## config.mk

```make
export PLATFORM = sky130hd
export DESIGN_NAME = edge_stamp_capture
export DESIGN_NICKNAME = d
export VERILOG_FILES = /design/src/rtl/cap_pkg.sv /design/src/rtl/cap_edge_sync.sv /design/src/rtl/cap_timebase.sv /design/src/rtl/cap_fifo.sv /design/src/rtl/edge_stamp_capture.sv
export SDC_FILE = /design/constraint.sdc
export NUM_CORES = 1
export LEC_CHECK = 0
export CORE_ASPECT_RATIO = 0.75
export CORE_UTILIZATION = 60
export DETAILED_ROUTE_END_ITERATION = 12
export HOLD_SLACK_MARGIN = 0.06
export PLACE_DENSITY = 0.76
export REMOVE_ABC_BUFFERS = 1
export SLEW_MARGIN = 0
export SYNTH_ARGS = -nofsm -noshare
export SYNTH_HDL_FRONTEND = slang
export SYNTH_SLANG_ARGS = --single-unit
```

## constraint.sdc

```tcl
create_clock -name clk -period 6.8 [get_ports clk]
set_input_delay 2.04 -clock clk [delete_from_list [all_inputs] [get_ports clk]]
set_output_delay 2.04 -clock clk [all_outputs]
set_load 0.03 [all_outputs]
```

## src/rtl/cap_pkg.sv

```systemverilog
package cap_pkg;
   // Configuration sampled while the block is disabled.
   typedef struct packed {
      logic capture;
      logic sel_b;
      logic both;
      logic rise;
   } cap_cfg_t;

   localparam int EVT_W       = 6;
   localparam int EVT_ENTRY   = 4;
   localparam int EVT_CRIT    = 5;
endpackage

```

## src/rtl/cap_edge_sync.sv

```systemverilog
module cap_edge_sync #(
   parameter int STAGES = 2
) (
   input  logic clk,
   input  logic rst_n,
   input  logic din,
   output logic rise,
   output logic fall
);
   logic [STAGES-1:0] chain;
   logic              hist;

   generate
      if (STAGES < 2) begin : g_bad_stages
         $error("cap_edge_sync needs at least two stages");
      end
      for (genvar i = 0; i < STAGES; i++) begin : g_stage
         if (i == 0) begin : g_first
            always_ff @(posedge clk or negedge rst_n) begin
               if (!rst_n) chain[0] <= 1'b0;
               else        chain[0] <= din;
            end
         end else begin : g_next
            always_ff @(posedge clk or negedge rst_n) begin
               if (!rst_n) chain[i] <= 1'b0;
               else        chain[i] <= chain[i-1];
            end
         end
      end
   endgenerate

   always_ff @(posedge clk or negedge rst_n) begin
      if (!rst_n) hist <= 1'b0;
      else        hist <= chain[STAGES-1];
   end

   assign rise = chain[STAGES-1] & ~hist;
   assign fall = ~chain[STAGES-1] & hist;
endmodule

```

## src/rtl/cap_timebase.sv

```systemverilog
module cap_timebase #(
   parameter int TS_W  = 32,
   parameter int DIV_W = 3
) (
   input  logic             clk,
   input  logic             rst_n,
   input  logic             run,
   input  logic [DIV_W-1:0] div_exp,
   output logic [TS_W-1:0]  stamp
);
   localparam int PRE_W = (DIV_W > 0) ? ((1 << DIV_W) - 1) : 1;

   logic tick;

   generate
      if (TS_W < 2) begin : g_bad_width
         $error("cap_timebase needs a wider counter");
      end
      if (DIV_W == 0) begin : g_no_scaler
         assign tick = 1'b1;
      end else begin : g_scaler
         logic [PRE_W-1:0] pre;
         logic [PRE_W-1:0] mask;
         assign mask = PRE_W'((1 << div_exp) - 1);
         assign tick = &(pre | ~mask);
         always_ff @(posedge clk or negedge rst_n) begin
            if (!rst_n)    pre <= '0;
            else if (!run) pre <= '0;
            else           pre <= pre + 1'b1;
         end
      end
   endgenerate

   always_ff @(posedge clk or negedge rst_n) begin
      if (!rst_n)    stamp <= '0;
      else if (!run) stamp <= '0;
      else if (tick) stamp <= stamp + 1'b1;
   end
endmodule

```

## src/rtl/cap_fifo.sv

```systemverilog
module cap_fifo #(
   parameter int W     = 32,
   parameter int DEPTH = 8
) (
   input  logic                       clk,
   input  logic                       rst_n,
   input  logic                       push,
   input  logic [W-1:0]               din,
   input  logic                       pop,
   output logic [W-1:0]               dout,
   output logic                       empty,
   output logic                       full,
   output logic [$clog2(DEPTH):0]     level
);
   localparam int AW = $clog2(DEPTH);

   logic [W-1:0]  mem [DEPTH];
   logic [AW-1:0] wr_ptr, rd_ptr;
   logic          do_push, do_pop;

   generate
      if ((1 << AW) != DEPTH || DEPTH < 2) begin : g_bad_depth
         $error("cap_fifo depth must be a power of two of at least 2");
      end
   endgenerate

   assign empty   = (level == '0);
   assign full    = (level == (AW+1)'(DEPTH));
   assign do_push = push & ~full;
   assign do_pop  = pop & ~empty;
   assign dout    = empty ? '0 : mem[rd_ptr];

   always_ff @(posedge clk) begin
      if (do_push) mem[wr_ptr] <= din;
   end

   always_ff @(posedge clk or negedge rst_n) begin
      if (!rst_n) begin
         wr_ptr <= '0;
         rd_ptr <= '0;
         level  <= '0;
      end else begin
         if (do_push) wr_ptr <= wr_ptr + 1'b1;
         if (do_pop)  rd_ptr <= rd_ptr + 1'b1;
         case ({do_push, do_pop})
            2'b10:   level <= level + 1'b1;
            2'b01:   level <= level - 1'b1;
            default: level <= level;
         endcase
      end
   end
endmodule

```

## src/rtl/edge_stamp_capture.sv

```systemverilog
module edge_stamp_capture
   import cap_pkg::*;
#(
   parameter int TS_W        = 32,
   parameter int DEPTH       = 8,
   parameter int DIV_W       = 3,
   parameter int SYNC_STAGES = 2
) (
   input  logic                     clk,
   input  logic                     rst_n,
   input  logic                     cfg_en,
   input  logic                     cfg_capture,
   input  logic                     cfg_sel_b,
   input  logic                     cfg_both,
   input  logic                     cfg_rise,
   input  logic [DIV_W-1:0]         cfg_div_exp,
   input  logic [$clog2(DEPTH)-1:0] cfg_thresh_m1,
   input  logic                     phase_a,
   input  logic                     phase_b,
   input  logic                     pop,
   output logic [TS_W-1:0]          rd_data,
   output logic                     fifo_empty,
   output logic                     fifo_overflow,
   output logic [EVT_W-1:0]         evt_vec
);
   localparam int AW = $clog2(DEPTH);

   cap_cfg_t            cfg_q;
   logic                active;
   logic                rise_a, fall_a, rise_b, fall_b;
   logic                sel_rise, sel_fall, hit;
   logic [TS_W-1:0]     stamp;
   logic                full;
   logic [AW:0]         level;
   logic                ev_entry_q, ev_crit_q, stored, reach;

   // Mode, select and edge fields are frozen while enabled.
   always_ff @(posedge clk or negedge rst_n) begin
      if (!rst_n)       cfg_q <= '0;
      else if (!cfg_en) cfg_q <= '{capture: cfg_capture, sel_b: cfg_sel_b,
                                   both: cfg_both, rise: cfg_rise};
   end

   assign active = cfg_en & cfg_q.capture;

   cap_edge_sync #(.STAGES(SYNC_STAGES)) u_sync_a (
      .clk(clk), .rst_n(rst_n), .din(phase_a), .rise(rise_a), .fall(fall_a));
   cap_edge_sync #(.STAGES(SYNC_STAGES)) u_sync_b (
      .clk(clk), .rst_n(rst_n), .din(phase_b), .rise(rise_b), .fall(fall_b));

   assign sel_rise = cfg_q.sel_b ? rise_b : rise_a;
   assign sel_fall = cfg_q.sel_b ? fall_b : fall_a;
   assign hit      = active & (cfg_q.both ? (sel_rise | sel_fall)
                                          : (cfg_q.rise ? sel_rise : sel_fall));

   cap_timebase #(.TS_W(TS_W), .DIV_W(DIV_W)) u_tb (
      .clk(clk), .rst_n(rst_n), .run(active), .div_exp(cfg_div_exp),
      .stamp(stamp));

   cap_fifo #(.W(TS_W), .DEPTH(DEPTH)) u_fifo (
      .clk(clk), .rst_n(rst_n), .push(hit), .din(stamp), .pop(pop),
      .dout(rd_data), .empty(fifo_empty), .full(full), .level(level));

   assign stored = hit & ~full;
   assign reach  = (level == {1'b0, cfg_thresh_m1});

   always_ff @(posedge clk or negedge rst_n) begin
      if (!rst_n) begin
         ev_entry_q    <= 1'b0;
         ev_crit_q     <= 1'b0;
         fifo_overflow <= 1'b0;
      end else begin
         ev_entry_q <= stored;
         ev_crit_q  <= stored & reach;
         if (!active)        fifo_overflow <= 1'b0;
         else if (hit & full) fifo_overflow <= 1'b1;
      end
   end

   always_comb begin
      evt_vec            = '0;
      evt_vec[EVT_ENTRY] = ev_entry_q;
      evt_vec[EVT_CRIT]  = ev_crit_q;
   end
endmodule

```

==> impl_metrics.tcl <==
set metrics [dict create \
    critPathMaxFanout 32 \
    reg2reg_from "cfg_q[2]$_DFFE_PN0N_" \
    n_antenna_cell 0 \
    grtUsageMet3 0.0327 \
    grt_most_used_layer "met2" \
    cp.arrival_ns 3.50 \
    post_cts_buffers 0 \
    yosysWarningCount 0 \
    maxSlewViolCount 0 \
    setup_viol 0 \
    cap_viol_max_count 0 \
    cts.repair.resized 0 \
    vias_per_cell 6.25 \
    p_per_area_mw_per_mm2 355 \
    die_w_um 172 \
    status "completed" \
    wirelength_um 25900 \
    final_area_sq_mm 0.0149 \
    hold_viol 0 \
    synth.avg_cell_area_sq_um 17.4 \
    cts_sinks 318 \
    grt_max_degree 63 \
    max_slew.worst_pin.slew_ns 1.26 \
    rrSetupSlack_ns 3.59 \
    fin_crit_sh 0.814 \
    layout-area-overhead-vs-synth_pct 14.8 \
    synth_flop_cell "edfxtp_1" \
    fmax_mhz 181 \
    critPathTopFamily "buffers and inverters" \
    ys_types 46 \
    rr_endpoint "u_fifo.level[2]$_DFFE_PN0P_" \
    grt_pass1_vias 7166 \
    p_leak_nw 4.93 \
    grt_usage 0.245 \
    path_clk_slew_ns 0.06 \
    rsz0062_at_grt "no" \
    path_cells "buf_4 > mux4_2 > mux2i_1 > nor2_1 > clkdlybuf4s50_1" \
    drt_iter0_markers 910 \
    synthArstFlopShare 0.195 \
    cp_slowest_cell "dfrtp_4" \
    place_hpwl_um 15100 \
    htree_levels 1 \
    ir_drop_uv 233 \
    cp_num_buf_inv 2 \
    yosysSeqAreaShare 0.711 \
    critPathRequiredTime_ns 4.76 \
    antenna_found_initial 0 \
    grt_pass1_wl_um 40500 \
    postCtsHoldBufs 0 \
    syn_area_sq_mm 0.0130 \
    cts_buffers 30 \
    io_pins 56 \
    slowest_delay_ns 0.85 \
    crit_cells 5 \
    crit_end "rd_data[17]" \
    relSlewSlack 0.163 \
    netlist_top_cells_area "edfxtp_1, dfrtp_1, mux4_2, mux2i_1, nor2_1" \
    drtAntennaViolNets 0 \
    power_mw 5.30 \
    ctsLongestPathBuffers 3 \
    synth_top_area_frac 0.591 \
    n_fill_cell 1351 \
    skew_ns 0.00801 \
    gp_congestion 0.773 \
    drt-wirelength-per-cell_um 23.0 \
    synth_edf_count 256 \
    drive_gt1_frac 0.193 \
    drt_first_pass_iters 7 \
    port_buffers 51 \
    die_y_um 129 \
    core_area_sq_mm 0.0212 \
    path_class "reg -> out" \
    die_area_sq_mm 0.0223 \
    hold_class "reg -> reg" \
    cts_tree "done" \
    ys_ff_latch 318 \
    min_period_ns 5.54 \
    rows 46 \
    placed_area_sq_mm 0.0139 \
    reg2reg_depth 11 \
    critPathLaunchType "flip-flop" \
    root_buffer "clkbuf_16" \
    grt_overflow_total 0 \
    synth_area_leader_cell "edfxtp_1" \
    start_util 0.614 \
    postSynthCellCount 749 \
    use_met2 0.396 \
    grtUsageMet1 0.355 \
    fin_nets 837 \
    startpoint "u_fifo.rd_ptr[0]$_DFFE_PN0P_" \
    drc_errors 0 \
    num_vias 7043 \
    end_kind "primary output" \
    clk_latency_ns 0.55 \
]
## cells by family (layout without fill, tap and decap cells)
group                      Yosys count  count (layout)  synth area share
AOI/OAI and AO/OA                   40              40            0.0217
xor gates and xnor gates            18              18            0.0121
adders and majority gates            7               7           0.00674
buffers and inverters               57             143            0.0189
DFF                                318             318             0.711
muxes                              118             118             0.153
other                                1               4          0.000288
and+or+nand+nor                    190             190            0.0767
## registers in the layout, summed over array words and instances (netlist names)
| register | flops |
|---|---|
| u_fifo.mem | 256 |
| u_tb.stamp | 32 |
| u_tb.g_scaler.pre | 7 |
| cfg_q | 4 |
| u_fifo.level | 4 |
| u_fifo.rd_ptr | 3 |
| u_fifo.wr_ptr | 3 |
| u_sync_a.chain | 2 |
| u_sync_b.chain | 2 |
| ev_crit_q | 1 |
| ev_entry_q | 1 |
| fifo_overflow | 1 |
| u_sync_a.hist | 1 |
| u_sync_b.hist | 1 |
## placed cells by master (no fill, tap or decap), types with 4 or more instances in the layout
master,instances
nor4_1,5
buf_4,25
nand2_1,35
clkbuf_1,5
nand3_1,6
mux4_2,64
mux2i_1,48
xnor2_1,8
nor4_2,5
clkinv_2,8
a41o_1,7
ha_1,7
nor3_1,5
nand4_1,20
a31oi_1,7
dfrtp_1,59
xor2_1,10
clkbuf_16,31
clkdlybuf4s50_1,50
a21oi_1,10
edfxtp_1,256
conb_1,4
and4_1,6
and3_1,8
clkbuf_8,4
nand2b_1,15
mux2_2,6
and2_1,4
inv_1,11
nor2_1,58
o21ai_0,4
## per-stage QoR
step	util	setup slack (ns)	hold slack [ns]	cells	setup TNS [ns]
floorplan	-	-0.103	0.331	706	-8.15
CTS	0.705	1.14	0.353	1126	0
detailed placement	0.658	1.71	0.339	1070	0
global placement	0.658	1.80	0.333	1070	0
finish	0.705	1.26	0.352	1126	0
global route	0.705	1.02	0.367	1126	0
## per-layer routing
| layer | vias up | routed length [um] |
|---|---|---|
| met5 | - | 0 |
| li1 | 3077 | - |
| met4 | 0 | 585 |
| met1 | 3642 | 11400 |
| met3 | 51 | 1430 |
| met2 | 273 | 12500 |
## cell usage after synthesis, drive strengths merged, types with 3 or more instances
| cell type | number |
|---|---|
| nor4b | 6 |
| mux4 | 64 |
| buf | 21 |
| o21ai | 4 |
| nand2b | 15 |
| a31o | 3 |
| a31oi | 7 |
| and3 | 8 |
| clkbuf | 25 |
| ha | 7 |
| and4 | 6 |
| a41o | 7 |
| nor2 | 59 |
| edfxtp | 256 |
| inv | 11 |
| or3 | 3 |
| and2 | 4 |
| mux2i | 48 |
| nor3 | 7 |
| nor4 | 10 |
| nand2 | 35 |
| xor2 | 10 |
| dfrtp | 62 |
| nand4 | 20 |
| nand3 | 6 |
| mux2 | 6 |
| xnor2 | 8 |
| a21oi | 10 |
## how the worst min path moves through the flow
| stage | start | to | depth (start not counted) |
|---|---|---|---|
| detailed placement | u_sync_b.chain[0]$_DFF_PN0_ | u_sync_b.chain[1]$_DFF_PN0_ | 0 |
| floorplan | u_sync_a.chain[0]$_DFF_PN0_ | u_sync_a.chain[1]$_DFF_PN0_ | 0 |
| finish | u_sync_b.chain[0]$_DFF_PN0_ | u_sync_b.chain[1]$_DFF_PN0_ | 0 |
| global route | u_sync_a.chain[0]$_DFF_PN0_ | u_sync_a.chain[1]$_DFF_PN0_ | 0 |
| global placement | u_sync_a.chain[0]$_DFF_PN0_ | u_sync_a.chain[1]$_DFF_PN0_ | 0 |
| CTS | u_sync_b.chain[0]$_DFF_PN0_ | u_sync_b.chain[1]$_DFF_PN0_ | 0 |
## power by group
group / switching, mW / total [mW] / internal, mW
clock network: 0.696 / 1.65 / 0.955
registers: 0.234 / 2.38 / 2.15
logic: 0.632 / 1.27 / 0.636
## layout make-up
class,instances,area (sq um),area share
Sequential cell,318,9250,0.619
Multi-Input combinational cell,377,3600,0.241
Clock buffer,40,850,0.0569
Timing Repair Buffer,76,693,0.0464
Tap cell,288,360,0.0241
Clock inverter,16,140,0.00939
Inverter,11,41.3,0.00277
Power figures use the tool's default switching activity.
